**config.mk**
```make
export PLATFORM = sky130hd
export DESIGN_NAME = dither_gen
export DESIGN_NICKNAME = d
export VERILOG_FILES = /design/src/rtl/dith_pkg.sv /design/src/rtl/dith_phase.sv /design/src/rtl/dith_shape.sv /design/src/rtl/dith_clip.sv /design/src/rtl/dither_gen.sv
export SDC_FILE = /design/constraint.sdc
export NUM_CORES = 1
export LEC_CHECK = 0
export ABC_CLOCK_PERIOD_IN_PS = 8600
export BUFFER_PORTS_ARGS = -buffer_cell sky130_fd_sc_hd__buf_2
export CORE_MARGIN = 4
export CORE_UTILIZATION = 30
export DETAILED_ROUTE_END_ITERATION = 16
export GPL_TIMING_DRIVEN = 0
export MAX_ROUTING_LAYER = met4
export PLACE_DENSITY_LB_ADDON = 0.1
export RECOVER_POWER = 25
export REMOVE_ABC_BUFFERS = 1
export SYNTH_ARGS = -nofsm -noshare
export SYNTH_HDL_FRONTEND = slang
export SYNTH_SLANG_ARGS = --single-unit
```
**constraint.sdc**
```tcl
create_clock -name clk -period 8.6 [get_ports clk]
set_clock_uncertainty 0.1 [all_clocks]
set_input_delay 0 -clock clk [delete_from_list [all_inputs] [get_ports clk]]
set_output_delay 0 -clock clk [all_outputs]
set_load 0.02 [all_outputs]
```
**src/rtl/dith_pkg.sv**
```systemverilog
// Shared helpers for the dither generator.
// Assumes positions run 0 .. 4*q-1 and that a cycle begins at the mean while rising.
package dith_pkg;

    // Signed triangle level for a position: rises to +q, falls to -q, rises back to 0.
    function automatic int tri_level(input int pos, input int q);
        if (pos < q)
            return pos;
        else if (pos < 3 * q)
            return 2 * q - pos;
        else
            return pos - 4 * q;
    endfunction

endpackage

```
**src/rtl/dith_phase.sv**
```systemverilog
// Phase sequencer: divides ticks into waveform steps, walks the position
// through one cycle, applies the hold at the minimum in enhanced mode and
// latches the codes at cycle start.
// Assumes tick is a single-clock pulse and low_cross is already synchronous.
module dith_phase #(
    parameter int Q         = 4,
    parameter int AMP_W     = 5,
    parameter int FREQ_W    = 7,
    parameter int TMO_TICKS = 15,
    localparam int POS_N    = 4 * Q,
    localparam int POS_W    = $clog2(POS_N),
    localparam int TMO_W    = $clog2(TMO_TICKS + 1)
) (
    input  logic              clk,
    input  logic              rst_n,
    input  logic              active,
    input  logic              tick,
    input  logic              low_cross,
    input  logic              enh_en,
    input  logic [AMP_W-1:0]  amp_in,
    input  logic [FREQ_W-1:0] freq_in,
    output logic [POS_W-1:0]  pos,
    output logic [AMP_W-1:0]  amp_q
);
    localparam logic [POS_W-1:0] FLOOR_P = POS_W'(3 * Q);
    localparam logic [POS_W-1:0] AFTER_P = POS_W'((3 * Q + 1) % POS_N);
    localparam logic [POS_W-1:0] LAST_P  = POS_W'(POS_N - 1);
    localparam logic [POS_W-1:0] TOP_P   = POS_W'(Q);
    localparam logic [TMO_W-1:0] TMO_END = TMO_W'(TMO_TICKS - 1);

    logic [FREQ_W-1:0] frq_q, div, eff_frq, div_last;
    logic [AMP_W-1:0]  eff_amp;
    logic [TMO_W-1:0]  tcnt;
    logic              hold, seen, at_start, falling, seen_now, step;

    // Select live or latched codes and decode the step condition.
    always_comb begin
        at_start = (pos == '0) && (div == '0) && !hold;
        eff_amp  = at_start ? amp_in  : amp_q;
        eff_frq  = at_start ? freq_in : frq_q;
        div_last = (eff_frq == '0) ? '0 : eff_frq - 1'b1;
        falling  = (pos >= TOP_P) && (pos <= FLOOR_P);
        seen_now = seen || (low_cross && falling);
        step     = tick && (div == div_last);
    end

    // Advance the divider, position, hold and timeout state.
    always_ff @(posedge clk) begin
        if (!rst_n) begin
            pos   <= '0;
            div   <= '0;
            hold  <= 1'b0;
            seen  <= 1'b0;
            tcnt  <= '0;
            amp_q <= '0;
            frq_q <= '0;
        end else if (!active) begin
            pos   <= '0;
            div   <= '0;
            hold  <= 1'b0;
            seen  <= 1'b0;
            tcnt  <= '0;
            amp_q <= amp_in;
            frq_q <= freq_in;
        end else begin
            amp_q <= eff_amp;
            frq_q <= eff_frq;
            seen  <= (pos < TOP_P) ? 1'b0 : seen_now;
            if (hold) begin
                if (low_cross || (tick && tcnt == TMO_END)) begin
                    hold <= 1'b0;
                    pos  <= AFTER_P;
                    div  <= '0;
                    tcnt <= '0;
                end else if (tick) begin
                    tcnt <= tcnt + 1'b1;
                end
            end else if (tick) begin
                if (step) begin
                    div <= '0;
                    if (pos == FLOOR_P && enh_en && !seen_now) begin
                        hold <= 1'b1;
                        tcnt <= '0;
                    end else begin
                        pos <= (pos == LAST_P) ? '0 : pos + 1'b1;
                    end
                end else begin
                    div <= div + 1'b1;
                end
            end
        end
    end

    // a hold only ever sits at the waveform minimum.
    p_hold_floor_r5: assert property (@(posedge clk) disable iff (!rst_n)
        hold |-> pos == FLOOR_P);
    // a crossing during a hold releases it at the next edge.
    p_cross_release_r6: assert property (@(posedge clk) disable iff (!rst_n)
        (active && hold && low_cross) |=> !hold && pos == AFTER_P);
    // the hold tick count never passes the timeout.
    p_tmo_bound_r7: assert property (@(posedge clk) disable iff (!rst_n)
        hold |-> tcnt <= TMO_END);
    // without a tick or crossing the position does not move.
    p_pos_still_r1: assert property (@(posedge clk) disable iff (!rst_n)
        (active && !tick && !low_cross) |=> $stable(pos));
    // codes stay latched away from cycle start.
    p_code_latched_r4: assert property (@(posedge clk) disable iff (!rst_n)
        (active && pos != '0) |=> $stable(amp_q) && $stable(frq_q));
    // an inactive channel returns to cycle start.
    p_idle_phase_r10: assert property (@(posedge clk) disable iff (!rst_n)
        !active |=> pos == '0 && !hold);
endmodule

```
**src/rtl/dith_shape.sv**
```systemverilog
// Offset shaper: maps the position and latched amplitude code to a signed
// offset in DAC counts, spreading the amplitude evenly over the Q levels.
// Assumes OFF_W holds Q * max code * LSB plus a sign bit.
module dith_shape #(
    parameter int Q     = 4,
    parameter int AMP_W = 5,
    parameter int LSB   = 1,
    parameter int OFF_W = 8,
    localparam int POS_W = $clog2(4 * Q)
) (
    input  logic [POS_W-1:0]        pos,
    input  logic [AMP_W-1:0]        amp_q,
    output logic signed [OFF_W-1:0] offset
);
    import dith_pkg::*;

    // Level times amplitude step gives the current offset.
    always_comb begin
        offset = OFF_W'(tri_level(int'(pos), Q) * int'(amp_q) * LSB);
    end
endmodule

```
**src/rtl/dith_clip.sv**
```systemverilog
// Symmetric window limiter and output register: bounds the offset magnitude by
// the smaller headroom on either side of the setpoint and registers the result.
// Assumes MIN_SW <= MAX_SW < 2**SP_W.
module dith_clip #(
    parameter int SP_W   = 10,
    parameter int HYST_W = 6,
    parameter int OFF_W  = 8,
    parameter int MIN_SW = 25,
    parameter int MAX_SW = 1000,
    localparam int CW    = ((OFF_W > SP_W) ? OFF_W : SP_W) + 3
) (
    input  logic                    clk,
    input  logic                    rst_n,
    input  logic                    active,
    input  logic [SP_W-1:0]         setpoint,
    input  logic [HYST_W-1:0]       hyst,
    input  logic signed [OFF_W-1:0] offset,
    output logic [SP_W-1:0]         dith_sp,
    output logic                    clip_flag
);
    logic signed [CW-1:0] sp_s, hy_s, off_s, up_room, dn_room, lim, mag, mag_c, off_c, sum;
    logic                 over;

    // Compute headroom, limit the magnitude and restore the sign.
    always_comb begin
        sp_s    = CW'(setpoint);
        hy_s    = CW'(hyst);
        off_s   = CW'(offset);
        up_room = CW'(MAX_SW) - hy_s - sp_s;
        dn_room = sp_s - hy_s - CW'(MIN_SW);
        lim     = (up_room < dn_room) ? up_room : dn_room;
        if (lim < 0)
            lim = '0;
        mag   = (off_s < 0) ? -off_s : off_s;
        over  = mag > lim;
        mag_c = over ? lim : mag;
        off_c = (off_s < 0) ? -mag_c : mag_c;
        sum   = sp_s + off_c;
    end

    // Register the limited set point and the flag.
    always_ff @(posedge clk) begin
        if (!rst_n) begin
            dith_sp   <= '0;
            clip_flag <= 1'b0;
        end else if (!active) begin
            dith_sp   <= setpoint;
            clip_flag <= 1'b0;
        end else begin
            dith_sp   <= sum[SP_W-1:0];
            clip_flag <= over;
        end
    end

    // an inactive channel passes the setpoint through unflagged.
    p_idle_pass_r10: assert property (@(posedge clk) disable iff (!rst_n)
        !active |=> !clip_flag && dith_sp == $past(setpoint));
endmodule

```
**src/rtl/dither_gen.sv**
```systemverilog
// Dither generator top: sequencer, shaper and window limiter for one channel.
// Assumes tick comes from a shared timebase and low_cross is synchronous to clk.
module dither_gen #(
    parameter int SP_W      = 10,
    parameter int AMP_W     = 5,
    parameter int FREQ_W    = 7,
    parameter int HYST_W    = 6,
    parameter int Q         = 4,
    parameter int LSB       = 1,
    parameter int TMO_TICKS = 15,
    parameter int MIN_SW    = 25,
    parameter int MAX_SW    = 1000,
    localparam int POS_W    = $clog2(4 * Q),
    localparam int OFF_W    = $clog2(Q * ((1 << AMP_W) - 1) * LSB + 1) + 1
) (
    input  logic              clk,
    input  logic              rst_n,
    input  logic              tick,
    input  logic              chan_en,
    input  logic [SP_W-1:0]   setpoint,
    input  logic [AMP_W-1:0]  amp_code,
    input  logic [FREQ_W-1:0] freq_code,
    input  logic [HYST_W-1:0] hyst_half,
    input  logic              enh_en,
    input  logic              low_cross,
    output logic [SP_W-1:0]   dith_sp,
    output logic              clip_flag
);
    logic                    active;
    logic [POS_W-1:0]        pos;
    logic [AMP_W-1:0]        amp_q;
    logic signed [OFF_W-1:0] offset;

    // Channel runs only when enabled with a nonzero command.
    always_comb active = chan_en && (setpoint != '0);

    dith_phase #(.Q(Q), .AMP_W(AMP_W), .FREQ_W(FREQ_W), .TMO_TICKS(TMO_TICKS)) u_phase (
        .clk(clk), .rst_n(rst_n), .active(active), .tick(tick),
        .low_cross(low_cross), .enh_en(enh_en), .amp_in(amp_code),
        .freq_in(freq_code), .pos(pos), .amp_q(amp_q)
    );

    dith_shape #(.Q(Q), .AMP_W(AMP_W), .LSB(LSB), .OFF_W(OFF_W)) u_shape (
        .pos(pos), .amp_q(amp_q), .offset(offset)
    );

    dith_clip #(.SP_W(SP_W), .HYST_W(HYST_W), .OFF_W(OFF_W),
                .MIN_SW(MIN_SW), .MAX_SW(MAX_SW)) u_clip (
        .clk(clk), .rst_n(rst_n), .active(active), .setpoint(setpoint),
        .hyst(hyst_half), .offset(offset), .dith_sp(dith_sp), .clip_flag(clip_flag)
    );

    // a zero amplitude code yields no offset.
    p_amp_zero_r2: assert property (@(posedge clk) disable iff (!rst_n)
        (amp_q == '0) |-> offset == '0);
    // at cycle start position the offset is zero.
    p_mean_start_r1: assert property (@(posedge clk) disable iff (!rst_n)
        (pos == '0) |-> offset == '0);
endmodule

```
==> impl_metrics.py, run 1 <==
metrics = {
    "synthesis": {
        "ys_seq_area_share_pct": 14.3,
        "share_of_flip_flops_with_an_asynchronous_set_or_reset_pct": 0,
        "avgSynthCellArea_um2": 7.52,
        "syn_area_um2": 5610,
        "ys_seq_elements": 40,
        "synth_edf_count": 0,
        "yosysUniqueCellTypes": 72,
        "synthesis.instances": 746,
        "yosys_warnings": 0,
        "synth_flop_cell": "dfxtp_1",
    },
    "global_routing": {
        "grt_first_pass_wirelength_mm": 26.6,
        "antenna_found_initial": 0,
        "grt_max_degree": 25,
        "grt-ovfl-total": 0,
        "grt_pass1_vias": 5268,
        "grt_usage_pct": 16.2,
    },
    "worst_setup_path": {
        "startpoint_type": "register",
        "worst_ep_arrival_time_ns": 8.32,
        "timing.rr.end": "u_clip.dith_sp[9]",
        "worst_path_largest_cell_delay_ns": 0.58,
        "cpMostUsedCell": "a21oi_2",
        "critical_path.endpoint_type": "register",
        "path_max_fanout": 24,
        "worst_r2r_path_depth": 41,
        "timing_worst_setup_path_type": "register to register",
        "critPathRequiredTime_ns": 8.72,
        "cpMaxStageDelayCell": "fa_1",
        "reg2reg_setup_slack_ns": 0.40,
        "critical_path.reg2reg.startpoint": "u_phase.pos[1]",
        "crit_path_start": "u_phase.pos[1]",
    },
    "sta": {
        "tightest_slew_ns": 1.59,
        "share_of_the_cycle_needed_by_the_critical_path_after_routing_pct": 95.3,
        "report.final.setup_viol": 0,
        "whs_ns": 0.0123,
        "drv_slew": 10,
        "maxSlewHeadroom_pct": -7.30,
        "timing_hold_violations_final": 0,
        "timing.final.crit_period_ns": 8.20,
        "maxClockFrequency_mhz": 122,
        "fin_ws_ns": 0.404,
    },
    "placed_design": {
        "io_buffers": 44,
        "detailedPlacementHpwl_mm": 12.8,
        "pre_cts_setup_slack_ns": -1.09,
        "globalplace.congestion": 0.881,
    },
    "final_layout": {
        "antenna_cells": 0,
        "drive_gt1_share_pct": 15.8,
        "final_core_utilization_pct": 38.2,
        "final_net_count": 944,
        "post_synthesis_to_final_layout_area_growth_pct": 23.6,
    },
    "die": {
        "die_area_um2": 21000,
        "boundaryPins": 45,
        "floorplan.initialDensity_pct": 30.9,
        "horizontal_die_dimension_um": 145,
        "chipHeight_um": 145,
        "fp-row-count": 49,
        "core_region_area_um2": 18100,
    },
    "detailed_routing": {
        "detailroute.via_count": 5317,
        "detail_route.first_pass.iterations": 4,
        "antenna_violating_nets_post_route": 0,
        "average_wire_per_cell_in_the_routed_design_um": 15.6,
        "finalWirelength_mm": 16.5,
        "avgViaCountPerCell": 5.03,
        "detailedRoute.firstIterationViolations": 162,
        "remaining_drc_errors": 0,
    },
    "power_and_ir_drop": {
        "worst_ir_drop_vdd_uv": 74.7,
        "power_density_nw_per_um2": 170,
        "static-leakage-power_nw": 3.15,
    },
    "outcome": {
        "violations": "max-capacitance violations, max-slew violations",
        "outcome": "complete, but fails checks",
    },
    "clocking": {
        "tritoncts": "yes",
        "htreeDepth": 2,
        "clk-insertion-delay-late_ns": 0.29,
        "clock_tree.root_cell": "clkbuf_16",
        "clkSinkCount": 40,
        "inserted_clock_buffers": 5,
        "clockBufferDepth": 2,
        "clk_pin_slew_worst_paths_ns": 0.07,
    },
    "worst_hold_path": {
        "min_to": "u_phase.hold",
        "worstHoldPathType": "input port to register",
        "hold_crit_depth": 3,
        "hold_path_startpoint": "low_cross",
    },
    "job": {
        "number_of_max_cap_violations": 1,
    },
}
-- worst max-delay path by stage --
stage,to,slack [ns],cells past startpoint
2_1_floorplan,u_clip.dith_sp[9],-0.40,39
3_3_place_gp,u_clip.dith_sp[9],-2.25,35
3_5_place_dp,u_clip.dith_sp[9],-1.09,41
4_1_cts,u_clip.dith_sp[9],0.00003,41
5_1_grt,u_clip.dith_sp[9],-0.09,46
6_report,u_clip.dith_sp[9],0.40,41
-- critical path, delay by kind of cell (launching register included) --
| family | cells | cell delay, ns |
|---|---|---|
| adder cells (fa/ha/maj) | 8 | 2.85 |
| AO/OA/AOI/OAI | 14 | 2.08 |
| AND/OR/NAND/NOR | 8 | 1.10 |
| XOR/XNOR | 4 | 0.91 |
| buffers and inverters | 6 | 0.56 |
| flip-flops | 1 | 0.37 |
| multiplexers | 1 | 0.17 |
-- sequential cells by signal, indices dropped and copies added, names as in the netlist --
signal,count
u_clip.dith_sp,10
u_phase.div,7
u_phase.frq_q,7
u_phase.amp_q,5
u_phase.pos,4
u_phase.tcnt,4
u_clip.clip_flag,1
u_phase.hold,1
u_phase.seen,1
-- cell usage in the layout, fill, tap and decap left out, types with 11 or more instances in the layout --
cell type      count
dlygate4sd3_1     21
nand2_1           62
a21oi_1           49
nor2_1            85
nor3_1            15
dfxtp_1           36
nor2b_1           22
xnor2_1           32
fa_1              11
nand3_1           14
ha_1              66
o21ai_0           23
mux2i_1           25
buf_2             33
clkbuf_1          11
buf_4             21
xor2_1            28
a21o_1            12
inv_1             62
and2_1            11
-- logic make-up after synthesis --
family                     after synthesis  synth area share [%]
and+or+nand+nor                        274                  24.5
buffers and inverters                   85                  5.89
muxes                                   34                  6.31
AOI/OAI and AO/OA                      161                  17.7
DFF                                     40                  14.3
other                                    1                0.0668
adders and majority gates               83                  20.4
xor gates and xnor gates                68                  10.9
-- cell type report --
cell class	count	area, µm²
fill	1916	11200
clock inverter	2	38.8
tap	229	287
inverter	64	240
clock buffer	6	139
sequential	40	816
multi-input combinational	626	4770
timing repair buffer	90	641
-- layer usage --
metal / up-vias / share of wire [%] / GRT usage, %
met3: 17 / 2.8 / 1.94
li1: 2753 / - / -
met2: 89 / 46 / 25.8
met1: 2458 / 50 / 22.4
met4: 0 / 1.2 / 2.70
met5: - / 0 / -
-- power breakdown --
group / total, mW / switching, mW / internal, mW / leakage [nW]
logic: 0.737 / 0.423 / 0.314 / 2.74
registers: 0.211 / 0.0107 / 0.200 / 0.332
clock network: 0.231 / 0.0858 / 0.146 / 0.0871
total: 1.18 / 0.520 / 0.660 / 3.15
-- cells in the mapped netlist (all sizes together) (4+ instances only) --
library cell | instances | area [µm²]
xnor2 | 36 | 315
or3 | 7 | 48.8
mux2i | 29 | 294
o21ai | 35 | 175
nor3 | 18 | 95.1
and3 | 7 | 43.8
dfxtp | 40 | 801
nand4 | 4 | 25.0
inv | 64 | 240
nor4 | 7 | 43.8
a21oi | 57 | 285
o211ai | 5 | 37.5
and2 | 11 | 68.8
a21o | 12 | 90.1
nand2 | 63 | 236
nor2b | 23 | 144
a211oi | 5 | 37.5
o2111ai | 5 | 43.8
a31oi | 10 | 62.6
xor2 | 31 | 272
nand2b | 9 | 56.3
nor2 | 88 | 333
fa | 14 | 280
nand3 | 15 | 75.1
buf | 7 | 37.5
ha | 69 | 863
mux2 | 5 | 60.1
clkbuf | 14 | 52.6
o21a | 10 | 75.1
nand3b | 4 | 30.0
-- stage by stage --
stage,power [mW],std cells,instance area [µm²],TNS (ns)
2_1_floorplan,0.691,728,5530,-0.562
3_3_place_gp,0.844,1001,6040,-11.75
3_5_place_dp,0.861,1003,6080,-2.53
4_1_cts,1.12,1037,6610,0
5_1_grt,1.28,1057,6930,-0.0906
6_report,1.18,1057,6930,0
-- repair_timing --
action,4_1_cts,5_1_grt
cloned,2,0
hold buffers,21,0
endpoints found under the hold margin,19,0
buffers inserted,3,20
gates resized for setup,28,39
pin swaps,3,12
setup endpoints to repair,6,3
Power figures use the tool's default switching activity.
==> run 2: changes to the inputs <==
==> constraint.sdc (replaced) <==
create_clock -name clk -period 8.6 [get_ports clk]
set_clock_uncertainty 0.1 [all_clocks]
set_input_delay 0.86 -clock clk [delete_from_list [all_inputs] [get_ports clk]]
set_output_delay 0.86 -clock clk [all_outputs]
set_load 0.02 [all_outputs]
==> impl_metrics.py, run 2 (synthesis gave the netlist of run 1 again) <==
metrics = {
    "sta": {
        "report.final.setup_viol": 0,
        "timing.final.crit_period_ns": 8.57,
        "tightest_slew_ns": 0.968,
        "timing_hold_violations_final": 0,
        "maxSlewHeadroom_pct": 34.8,
        "share_of_the_cycle_needed_by_the_critical_path_after_routing_pct": 99.6,
        "drv_slew": 0,
        "rsz0062_at_grt": "yes",
        "maxClockFrequency_mhz": 117,
        "fin_ws_ns": 0.0336,
    },
    "worst_setup_path": {
        "critical_path.endpoint_type": "register",
        "worst_path_largest_cell_delay_ns": 0.45,
        "startpoint_type": "input port",
        "path_max_fanout": 5,
        "worst_ep_arrival_time_ns": 8.68,
        "worst_r2r_path_depth": 41,
        "cpMaxStageDelayCell": "or3b_4",
        "timing_worst_setup_path_type": "input port to register",
        "critPathRequiredTime_ns": 8.71,
    },
    "final_layout": {
        "mostFrequentLayoutCell": "nor2_1",
        "largest_reg_flops": 10,
        "regMostFlops": "u_clip.dith_sp",
        "final_area_um2": 7340,
        "drive_gt1_share_pct": 24.0,
        "number_of_cells_in_the_finished_layout_apart_from_fillers": 1059,
        "final_net_count": 946,
        "layout_common_cells": "nor2_1, inv_1, nand2_1, ha_1, a21oi_1",
        "reg.largest.list": "u_clip.dith_sp: 10 flops, u_phase.div: 7 flops, u_phase.frq_q: 7 flops",
        "post_synthesis_to_final_layout_area_growth_pct": 30.9,
        "antenna_cells": 0,
    },
    "detailed_routing": {
        "avgViaCountPerCell": 5.14,
        "remaining_drc_errors": 0,
        "antenna_violating_nets_post_route": 0,
        "detail_route.first_pass.iterations": 4,
        "detailroute.via_count": 5445,
        "finalWirelength_mm": 17.3,
        "average_wire_per_cell_in_the_routed_design_um": 16.3,
        "detailedRoute.firstIterationViolations": 171,
    },
    "die": {
        "floorplan.initialDensity_pct": 30.9,
        "boundaryPins": 45,
        "fp-row-count": 49,
        "horizontal_die_dimension_um": 145,
        "die_area_um2": 21000,
        "core_region_area_um2": 18100,
        "chipHeight_um": 145,
    },
    "clocking": {
        "clk_pin_slew_worst_paths_ns": 0.06,
        "clock_tree.root_cell": "clkbuf_16",
        "hold_buffer_count_at_cts": 0,
        "clk-insertion-delay-late_ns": 0.29,
        "clkSinkCount": 40,
        "inserted_clock_buffers": 5,
        "htreeDepth": 2,
        "tritoncts": "yes",
        "clockBufferDepth": 2,
    },
    "placed_design": {
        "numPlacedInstances": 1003,
        "detailedPlacementHpwl_mm": 12.8,
        "io_buffers": 44,
        "placed_cell_area_um2": 6080,
        "pre_cts_setup_slack_ns": -1.65,
        "globalplace.congestion": 0.881,
    },
    "worst_hold_path": {
        "hold_crit_depth": 2,
        "worstHoldPathType": "register to register",
    },
    "global_routing": {
        "grt_first_pass_wirelength_mm": 26.9,
        "grt_max_degree": 25,
        "grt-ovfl-total": 0,
        "grt_pass1_vias": 5345,
        "grt_usage_pct": 16.3,
        "antenna_found_initial": 0,
    },
    "power_and_ir_drop": {
        "power_total_mw": 1.36,
        "power_density_nw_per_um2": 186,
        "static-leakage-power_nw": 3.25,
        "worst_ir_drop_vdd_uv": 74.6,
    },
    "job": {
        "number_of_max_cap_violations": 0,
    },
    "outcome": {
        "outcome": "completed",
    },
}
==> run 2: cell count changes in the layout (fill, tap and decap cells not counted), sizes merged <==
cell	previous run	this run
o31ai	4	5
dlygate4sd3	21	0
clkbuf	17	19
buf	58	78
==> run 2: what timing repair did <==
action                     in CTS  in global routing
cloned                          3                  2
setup endpoints to repair       6                  4
resized for setup              48                 94
setup buffers                  17                 27
pin swaps                      16                 44
==> run 2: worst paths after layout <==
path / startpoint / end / slack (ns)
max: setpoint[0] / u_clip.dith_sp[9] / 0.03
min: u_phase.tcnt[3] / u_phase.tcnt[3] / 0.40
max reg2reg: u_phase.pos[0] / u_clip.dith_sp[9] / 0.23
min reg2reg: u_phase.tcnt[3] / u_phase.tcnt[3] / 0.40
==> run 2: layer usage <==
metal  part of all wire [%]  vias to the layer above  GRT usage (%)
met5                      0                        -              -
met2                     47                       81           26.3
li1                       -                     2774              -
met4                    1.8                        0           3.04
met1                     48                     2567           22.2
met3                    2.6                       23           1.87
==> run 2: through the flow <==
step / setup TNS [ns] / hold slack (ns) / utilization, %
global route: -0.515 / 0.436 / 40.5
detailed placement: -6.14 / 0.399 / 33.5
finish: 0 / 0.403 / 40.5
CTS: 0 / 0.407 / 36.3
global placement: -19.95 / 0.374 / 33.3
floorplan: -3.42 / 0.354 / -
==> run 2: worst max-delay path: cells and delay by family <==
kind                     cells  cell delay (ns)
AO/OA/AOI/OAI               17             2.74
AND/OR/NAND/NOR             11             1.91
adder cells (fa/ha/maj)      6             1.66
buffers and inverters        9             0.95
XOR/XNOR                     3             0.49
multiplexers                 1             0.08
==> run 2: layout make-up <==
| cell class | count | area [µm²] |
|---|---|---|
| clock inverters | 2 | 38.8 |
| clock buffers | 6 | 139 |
| repair buffers | 91 | 618 |
| well taps | 229 | 287 |
| inverters | 64 | 240 |
| multi-input cells | 627 | 5210 |
| flip-flops and latches | 40 | 811 |
| fillers | 1886 | 10800 |
==> run 2: power by group <==
part           total, mW  switching, mW  internal, mW
Sequential         0.212         0.0109         0.201
Combinational      0.922          0.500         0.421
Clock              0.230         0.0847         0.146
